==> src/rtl/edo_pkg.sv <==
package edo_pkg;
  typedef enum logic [3:0] {
    ST_IDLE, ST_PRE, ST_ROW, ST_RCD, ST_COL, ST_CAS, ST_CP,
    ST_RF_PRE, ST_RF_CAS, ST_RF_RAS, ST_RF_REC
  } st_e;
endpackage

==> src/rtl/edo_refresh_timer.sv <==
module edo_refresh_timer #(
  parameter int unsigned REF_INT = 200
) (
  input  logic clk_i,
  input  logic rst_ni,
  input  logic ack_i,
  output logic pend_o
);
  localparam int unsigned W = $clog2(REF_INT + 1);
  logic [W-1:0] cnt_q;
  logic         pend_q;

  always_ff @(posedge clk_i or negedge rst_ni) begin
    if (!rst_ni) begin
      cnt_q  <= W'(REF_INT - 1);
      pend_q <= 1'b0;
    end else begin
      if (ack_i) pend_q <= 1'b0;
      if (cnt_q == '0) begin
        cnt_q  <= W'(REF_INT - 1);
        pend_q <= 1'b1;
      end else begin
        cnt_q <= cnt_q - 1'b1;
      end
    end
  end

  assign pend_o = pend_q;
endmodule

==> src/rtl/edo_row_tracker.sv <==
module edo_row_tracker #(
  parameter int unsigned ROW_W = 4
) (
  input  logic             clk_i,
  input  logic             rst_ni,
  input  logic             open_i,
  input  logic             close_i,
  input  logic [ROW_W-1:0] row_i,
  input  logic [ROW_W-1:0] look_i,
  output logic             open_o,
  output logic             hit_o
);
  logic             open_q;
  logic [ROW_W-1:0] row_q;

  always_ff @(posedge clk_i or negedge rst_ni) begin
    if (!rst_ni) begin
      open_q <= 1'b0;
      row_q  <= '0;
    end else if (close_i) begin
      open_q <= 1'b0;
    end else if (open_i) begin
      open_q <= 1'b1;
      row_q  <= row_i;
    end
  end

  assign open_o = open_q;
  assign hit_o  = open_q && (row_q == look_i);
endmodule

==> src/rtl/edo_dram_ctrl.sv <==
module edo_dram_ctrl
  import edo_pkg::*;
#(
  parameter int unsigned ROW_W     = 4,
  parameter int unsigned COL_W     = 4,
  parameter int unsigned DW        = 8,
  parameter int unsigned T_RP      = 3,
  parameter int unsigned T_RCD     = 2,
  parameter int unsigned T_CAS     = 2,
  parameter int unsigned T_CP      = 1,
  parameter int unsigned T_RAS_REF = 4,
  parameter int unsigned REF_INT   = 200,
  localparam int unsigned AW   = ROW_W + COL_W,
  localparam int unsigned MA_W = (ROW_W > COL_W) ? ROW_W : COL_W
) (
  input  logic            clk_i,
  input  logic            rst_ni,
  input  logic            req_valid_i,
  output logic            req_ready_o,
  input  logic            req_we_i,
  input  logic [AW-1:0]   req_addr_i,
  input  logic [DW-1:0]   req_wdata_i,
  output logic            rd_valid_o,
  output logic [DW-1:0]   rd_data_o,
  output logic [MA_W-1:0] dram_addr_o,
  output logic            dram_ras_n_o,
  output logic            dram_cas_n_o,
  output logic            dram_we_n_o,
  output logic            dram_oe_n_o,
  output logic [DW-1:0]   dram_dq_o,
  output logic            dram_dq_oe_o,
  input  logic [DW-1:0]   dram_dq_i
);
  localparam int unsigned T_A   = (T_RP > T_RCD) ? T_RP : T_RCD;
  localparam int unsigned T_B   = (T_CAS > T_CP) ? T_CAS : T_CP;
  localparam int unsigned T_C   = (T_A > T_B) ? T_A : T_B;
  localparam int unsigned TMAX  = (T_C > T_RAS_REF) ? T_C : T_RAS_REF;
  localparam int unsigned CNT_W = $clog2(TMAX + 1);

  st_e              st_q;
  logic [CNT_W-1:0] cnt_q;
  logic             wr_q;
  logic [ROW_W-1:0] row_q;
  logic [COL_W-1:0] col_q;
  logic [DW-1:0]    wdata_q;
  logic             rd_valid_q;
  logic [DW-1:0]    rd_data_q;

  logic ref_pend, ref_ack, row_open, row_hit, cnt_zero, col_phase, accept;

  assign cnt_zero  = (cnt_q == '0);
  assign col_phase = (st_q == ST_COL) || (st_q == ST_CAS);
  assign ref_ack   = (st_q == ST_RF_CAS);
  assign accept    = req_valid_i && req_ready_o;

  edo_refresh_timer #(.REF_INT(REF_INT)) u_ref (
    .clk_i (clk_i),
    .rst_ni(rst_ni),
    .ack_i (ref_ack),
    .pend_o(ref_pend)
  );

  edo_row_tracker #(.ROW_W(ROW_W)) u_rows (
    .clk_i  (clk_i),
    .rst_ni (rst_ni),
    .open_i (st_q == ST_ROW),
    .close_i((st_q == ST_PRE) || (st_q == ST_RF_CAS)),
    .row_i  (row_q),
    .look_i (req_addr_i[AW-1:COL_W]),
    .open_o (row_open),
    .hit_o  (row_hit)
  );

  always_ff @(posedge clk_i or negedge rst_ni) begin
    if (!rst_ni) begin
      st_q       <= ST_IDLE;
      cnt_q      <= '0;
      wr_q       <= 1'b0;
      row_q      <= '0;
      col_q      <= '0;
      wdata_q    <= '0;
      rd_valid_q <= 1'b0;
      rd_data_q  <= '0;
    end else begin
      rd_valid_q <= 1'b0;
      unique case (st_q)
        ST_IDLE: begin
          if (ref_pend) begin
            if (row_open) begin
              st_q  <= ST_RF_PRE;
              cnt_q <= CNT_W'(T_RP - 1);
            end else begin
              st_q <= ST_RF_CAS;
            end
          end else if (accept) begin
            wr_q    <= req_we_i;
            row_q   <= req_addr_i[AW-1:COL_W];
            col_q   <= req_addr_i[COL_W-1:0];
            wdata_q <= req_wdata_i;
            if (row_hit) begin
              st_q <= ST_COL;
            end else if (row_open) begin
              st_q  <= ST_PRE;
              cnt_q <= CNT_W'(T_RP - 1);
            end else begin
              st_q <= ST_ROW;
            end
          end
        end
        ST_PRE: begin
          if (cnt_zero) st_q <= ST_ROW;
          else cnt_q <= cnt_q - 1'b1;
        end
        ST_ROW: begin
          st_q  <= ST_RCD;
          cnt_q <= CNT_W'(T_RCD - 1);
        end
        ST_RCD: begin
          if (cnt_zero) st_q <= ST_COL;
          else cnt_q <= cnt_q - 1'b1;
        end
        ST_COL: begin
          st_q  <= ST_CAS;
          cnt_q <= CNT_W'(T_CAS - 1);
        end
        ST_CAS: begin
          if (cnt_zero) begin
            st_q  <= ST_CP;
            cnt_q <= CNT_W'(T_CP - 1);
            if (!wr_q) begin
              rd_valid_q <= 1'b1;
              rd_data_q  <= dram_dq_i;
            end
          end else begin
            cnt_q <= cnt_q - 1'b1;
          end
        end
        ST_CP: begin
          if (cnt_zero) st_q <= ST_IDLE;
          else cnt_q <= cnt_q - 1'b1;
        end
        ST_RF_PRE: begin
          if (cnt_zero) st_q <= ST_RF_CAS;
          else cnt_q <= cnt_q - 1'b1;
        end
        ST_RF_CAS: begin
          st_q  <= ST_RF_RAS;
          cnt_q <= CNT_W'(T_RAS_REF - 1);
        end
        ST_RF_RAS: begin
          if (cnt_zero) begin
            st_q  <= ST_RF_REC;
            cnt_q <= CNT_W'(T_RP - 1);
          end else begin
            cnt_q <= cnt_q - 1'b1;
          end
        end
        ST_RF_REC: begin
          if (cnt_zero) st_q <= ST_IDLE;
          else cnt_q <= cnt_q - 1'b1;
        end
        default: st_q <= ST_IDLE;
      endcase
    end
  end

  always_comb begin
    unique case (st_q)
      ST_RCD, ST_COL, ST_CAS, ST_CP, ST_RF_RAS: dram_ras_n_o = 1'b0;
      ST_IDLE:                                  dram_ras_n_o = !row_open;
      default:                                  dram_ras_n_o = 1'b1;
    endcase
  end

  assign dram_cas_n_o = !((st_q == ST_CAS) || (st_q == ST_RF_CAS) || (st_q == ST_RF_RAS));
  assign dram_we_n_o  = !(col_phase && wr_q);
  assign dram_oe_n_o  = !(col_phase && !wr_q);
  assign dram_dq_oe_o = col_phase && wr_q;
  assign dram_dq_o    = wdata_q;
  assign dram_addr_o  = (col_phase || st_q == ST_CP) ? MA_W'(col_q) : MA_W'(row_q);
  assign req_ready_o  = (st_q == ST_IDLE) && !ref_pend;
  assign rd_valid_o   = rd_valid_q;
  assign rd_data_o    = rd_data_q;
endmodule

==> config.mk <==
export PLATFORM = sky130hd
export DESIGN_NAME = edo_dram_ctrl
export DESIGN_NICKNAME = d
export VERILOG_FILES = /design/src/rtl/edo_pkg.sv /design/src/rtl/edo_refresh_timer.sv /design/src/rtl/edo_row_tracker.sv /design/src/rtl/edo_dram_ctrl.sv
export SDC_FILE = /design/constraint.sdc
export NUM_CORES = 1
export LEC_CHECK = 0
export BUFFER_PORTS_ARGS = -buffer_cell sky130_fd_sc_hd__buf_2
export CAP_MARGIN = 5
export CORE_ASPECT_RATIO = 0.5
export CORE_MARGIN = 3
export CORE_UTILIZATION = 45
export CTS_BUF_LIST = sky130_fd_sc_hd__clkbuf_4 sky130_fd_sc_hd__clkbuf_8
export DETAILED_ROUTE_END_ITERATION = 10
export PLACE_DENSITY = 0.68
export SYNTH_ARGS = -nofsm -noshare
export SYNTH_HDL_FRONTEND = slang
export SYNTH_SLANG_ARGS = --single-unit
==> constraint.sdc <==
create_clock -name clk_i -period 2.2 [get_ports clk_i]
set_clock_uncertainty 0.05 [all_clocks]
set_input_delay 0.33 -clock clk_i [delete_from_list [all_inputs] [get_ports clk_i]]
set_output_delay 0.33 -clock clk_i [all_outputs]
set_load 0.01 [all_outputs]
# Word level (Yosys, flattened, before mapping)

Cells that the tools add are included.

Register bits after elaboration: 47
Input bits: 28
Output and inout port bits: 27

Equal/unequal tests: 20
Muxes and demuxes: 30
Reduce and logical (&&, ||, !) cells: 31
$add $sub $neg: 2
Bitwise logic cells: 3

Operators with widths:

| kind                                                                  | count |
|---|---|
| 4-bit 2-to-1 mux                                                      | 10 |
| 4-bit case mux with 10 select lines                                   | 1 |
| 3-bit 2-to-1 mux                                                      | 8 |
| 3-bit case mux with 6 select lines                                    | 1 |
| 4-bit by 3-bit equality test with 1-bit output, second input constant | 4 |
| 4-bit equality test, second input constant                            | 3 |
| 2-bit != test, second input constant                                  | 6 |
| 5-bit OR reduction                                                    | 2 |
| 4-bit by 2-bit equality test with 1-bit output, second input constant | 2 |
| 8-bit zero test                                                       | 1 |
| 8-bit 2-to-1 mux                                                      | 1 |
| 8-bit by 1-bit subtractor with 8-bit output, second input constant    | 1 |
| 1-bit 2-to-1 mux                                                      | 7 |
| 7-bit AND reduction                                                   | 1 |
| 1-bit zero test                                                       | 6 |
| 3-bit by 2-bit != test with 1-bit output, second input constant       | 2 |
| 3-bit AND reduction                                                   | 2 |
| 6-bit nonzero test                                                    | 1 |
| 1-bit logical AND                                                     | 5 |
| 1-bit logical OR                                                      | 5 |
| 4-bit by 1-bit equality test with 1-bit output, second input constant | 1 |
| 4-bit equality test                                                   | 1 |
| 4-bit zero test                                                       | 1 |
| 4-bit AND reduction                                                   | 1 |
| 9 further kinds                                                       | 13 |

# Longest topological paths before layout

Depth in word-level cells: 6
Mapped depth: 8
Gate-level depth less buffers: 7

# By module

A second synthesis with hierarchy kept.

Cells, all modules: 226
Area, all modules: 2,568.7 µm²

Modules (own cells, without submodules):

| module            | instances | cells an instance | area an instance (µm²) |
|---|---|---|---|
| edo_dram_ctrl     | 1         | 167               | 1,871.8 |
| edo_refresh_timer | 1         | 41                | 454.2 |
| edo_row_tracker   | 1         | 18                | 242.7 |

# Least setup slack after synthesis

OpenSTA, ideal clock, no wires.

Path kind: flip-flop to flip-flop
Start point: register st_q[3]
End point: register rd_data_q[0] (netlist: rd_data_o[0])
Slack: 0.292 ns
Stages on the path, launching flop included: 6
Required time: 2.025 ns
Setup time: 0.125 ns
Arrival time: 1.733 ns
Clock period less this slack: 1.908 ns
Path through: dfrtp_1 -> buf_6 -> nand2b_4 -> or3_4 -> nor3_4 -> mux2_2

Word-level cells in the longest chain between the ends: 2

RTL lines:

| what                                           | line                 | source |
|---|---|---|
| start: declaration                             | edo_dram_ctrl.sv:40  | `st_e st_q;` |
| start signal: assignment                       | edo_dram_ctrl.sv:76  | `st_q <= ST_IDLE;` |
| start signal: assignment                       | edo_dram_ctrl.sv:90  | `st_q <= ST_RF_PRE;` |
| start signal: assignment                       | edo_dram_ctrl.sv:93  | `st_q <= ST_RF_CAS;` |
| 4-bit by 3-bit equality test with 1-bit output | edo_dram_ctrl.sv:86  | `unique case (st_q)` |
| 3-bit AND reduction (no source line)           | --                   |  |
| end signal: assignment                         | edo_dram_ctrl.sv:132 | `rd_data_q <= dram_dq_i;` |
| end: declaration                               | edo_dram_ctrl.sv:47  | `logic [DW-1:0] rd_data_q;` |

Every way passes these cells.
A chain may end at the register's enable or synchronous reset.

# Worst setup path in the final report

Start point: register st_q[3]
End point: output port dram_addr_o[3]

Word-level cells in the longest chain between the ends: 4

RTL lines:

| what                                           | line                 | source |
|---|---|---|
| 4-bit by 3-bit equality test with 1-bit output | edo_dram_ctrl.sv:52  | `assign col_phase = (st_q == ST_COL) \|\| (st_q == ST_CAS);` |
| 1-bit logical OR                               | edo_dram_ctrl.sv:52  |  |
| 1-bit logical OR (*)                           | edo_dram_ctrl.sv:180 | `assign dram_addr_o = (col_phase \|\| st_q == ST_CP) ? MA_W'(col_q) : MA_W'(row_q);` |
| 4-bit 2-to-1 mux (*)                           | edo_dram_ctrl.sv:180 |  |
| end: declaration                               | edo_dram_ctrl.sv:25  | `output logic [MA_W-1:0] dram_addr_o,` |

Every way passes the cells marked *; elsewhere a longest branch is shown, timed or not.

==> impl_metrics.csv <==
group,metric,value,unit
outcome,outcome,"finished, final reports clean",
place,post-dp-hpwl,4110,um
cells_and_area,final_area,3000,um^2
cells_and_area,layout_commonest_cell,"buf_2",
timing,fin_crit,2100,ps
clock_tree,cts_root_buf,"clkbuf_8",
routing,viasPerCell,5.31,
place,gp_congestion,0.914,
cells_and_area,drive_gt1_frac,0.444,
routing,wl,5560,um
timing,rsz0062_at_grt,"no",
setup_path,end_kind,"output pin",
routing,wl_per_cell,15.2,um
global_route,grt.total_usage,0.183,
floorplanning,io_pins,55,
synthesis,yosys.area.top_type_share,0.426,
place,preCtsSetupSlack,94.9,ps
min_path,hold_path.class,"primary input to asynchronous set/reset pin",
synthesis,synthCells,228,
global_route,grtUsageMet2,0.300,
timing,tightest_slew,624,ps
global_route,grt_pass1_vias,1944,
clock_tree,cts_tree,"yes",
synthesis,synthDistinctLibCells,49,
global_route,grt_pass1_wl,9550,um
floorplanning,start_util,0.483,
job,drv_cap,0,
synthesis,synth_seq_cells,47,
synthesis,synth_area_per_cell,10.8,um^2
setup_path,cp-start-kind,"register",
floorplanning,dieWidth,111,um
setup_path,criticalPathCategory,"register to output pin",
cells_and_area,area.sequential,1190,um^2
clock_tree,cts.clk_slew.worst_paths,90,ps
cells_and_area,postLayoutCoreUtil,0.586,
global_route,grt_util_met1,0.253,
synthesis,synth_area_leader_cell,"dfrtp_1",
cells_and_area,syn2layout_area_growth,21.4,%
synthesis,ys_top_cells_by_area,"dfrtp_1, mux2_2, dfstp_2, a21oi_1, o21ai_0",
synthesis,synthMuxAreaShare,0.163,
synthesis,ys.flop_type,"dfrtp_1",
setup_path,required,1820,ps
global_route,met3_usage,0.0318,
place,dpl_cell_area,2880,um^2
timing,min_period_over_period,0.954,
synthesis,synth-simple-area-share,0.149,
power,irDropWorstVdd,524,uV
clock_tree,cts_buffer_depth,2,
routing,num_vias,1939,
synthesis,synth-seq-area-share,0.479,
cells_and_area,final_cell_mix,"buf_2, dfrtp_1, mux2_2, buf_4, a21oi_1",
global_route,gr-total-overflow,0,
floorplanning,fp-row-count,18,
power,p_leak,0.00144,uW
global_route,grt-busiest-layer,"met2",
floorplanning,die_y,58.4,um
global_route,antenna_found_initial,0,
cells_and_area,fin_nets,326,
synthesis,synth-edff-count,0,
synthesis,synthesis.nets,260,
synthesis,netlist_area,2470,um^2
synthesis,ys_async_sr_fraction,1.00,
routing,route.detailed.drc,0,
timing,slew_headroom,0.580,
clock_tree,h-tree-depth,2,
place,numPortBuffers,54,
clock_tree,clock_latency,300,ps
setup_path,critPathMaxFanout,11,
routing,drtAntennaViolNets,0,
cells_and_area,multi_input_area,1190,um^2
timing,holdWs,47.7,ps
timing,hold_violations,0,
cells_and_area,nFillCells,430,
timing,timing.final.ws_setup,101,ps
power,power_density,1310,nW/um^2
setup_path,r2r_slack,180,ps
synthesis,yosys_warnings,0,
synthesis,synth-compound-area-share,0.114,
timing,drv_slew,0,
timing,max_freq,476,MHz
global_route,grt_max_degree,48,
routing,drt_iter0_drc,108,
routing,firstDrtPassIters,4,
clock_tree,numCtsBuffers,5,
clock_tree,ctsHoldBuffers,0,
synthesis,synth_top_family_by_area,"multiplexers",
floorplanning,dieArea,6460,um^2
timing,finalSetupViolCount,0,
setup_path,arrival,1720,ps
floorplanning,core,5110,um^2
clock_tree,cts.sinks,47,
synthesis,synth_xor_area_frac,0.0319,
timing,setup_tns,0,ps
synthesis,synth_adder_area_share,0.0203,
cells_and_area,num_antenna_cells,0,
==> state kept, by name (all words and copies together) (netlist names) <==
name / flops
cnt_q: 3
col_q: 4
dram_dq_o: 8
rd_data_o: 8
rd_valid_o: 1
row_q: 4
st_q: 4
u_ref.cnt_q: 8
u_ref.pend_o: 1
u_rows.open_o: 1
u_rows.row_q: 4
wr_q: 1
==> worst max-delay path, cell delays in order, from the launching register on <==
cell	delay (ps)
dfrtp_2	480
buf_4	200
nor2_1	170
nand2_2	130
mux2_2	290
buf_2	140
==> cell type report <==
cell class,count,share of cell area
Timing Repair Buffer,71,0.133
Sequential cell,47,0.396
Tap cell,70,0.0292
Clock buffer,6,0.0255
Inverter,12,0.0150
Multi-Input combinational cell,157,0.396
Clock inverter,2,0.00543
==> Yosys cell counts (5+ instances only) <==
library cell	instances
nor3_1	5
o21ai_0	11
a21oi_1	15
dfstp_2	5
nor2_1	12
inv_1	12
xor2_1	5
dfrtp_1	42
nand2_1	14
mux2_2	34
==> cells by family after synthesis <==
kind of cell,after synthesis
flip-flops,47
AO/OA/AOI/OAI,45
multiplexers,36
adder cells (fa/ha/maj),4
buffers and inverters,24
AND/OR/NAND/NOR,63
XOR/XNOR,9
==> metrics by stage <==
stage | power, uW | instances
floorplan | 2710 | 228
global placement | 3310 | 355
detailed placement | 3360 | 355
CTS | 3920 | 363
global route | 4240 | 365
finish | 3940 | 365
==> metal layers <==
layer / share of wire / wire (um)
met3: 0.039 / 216
met2: 0.48 / 2680
met1: 0.47 / 2610
met5: 0 / 0
met4: 0.0092 / 51
==> timing repair <==
item,in CTS,in global routing
buffers inserted,0,2
resized for setup,4,2
endpoints found under the setup margin,5,5
pin swaps,0,0
==> worst paths after layout <==
check / from / endpoint / cells past startpoint
hold / removal: rst_ni / u_ref.cnt_q[4] / 2
max in group asynchronous: rst_ni / st_q[0] / 2
min in group clk_i: req_we_i / wr_q / 2
setup / recovery: st_q[3] / dram_addr_o[3] / 5
setup reg to reg: st_q[3] / dram_dq_o[4] / 5
hold reg to reg: u_ref.cnt_q[0] / u_ref.cnt_q[0] / 1
==> report_power, final <==
group	switching [uW]	total, uW	internal (uW)
combinational	959	1950	996
clock	312	553	241
sequential	263	1430	1170
(Power assumes the default switching activity.)
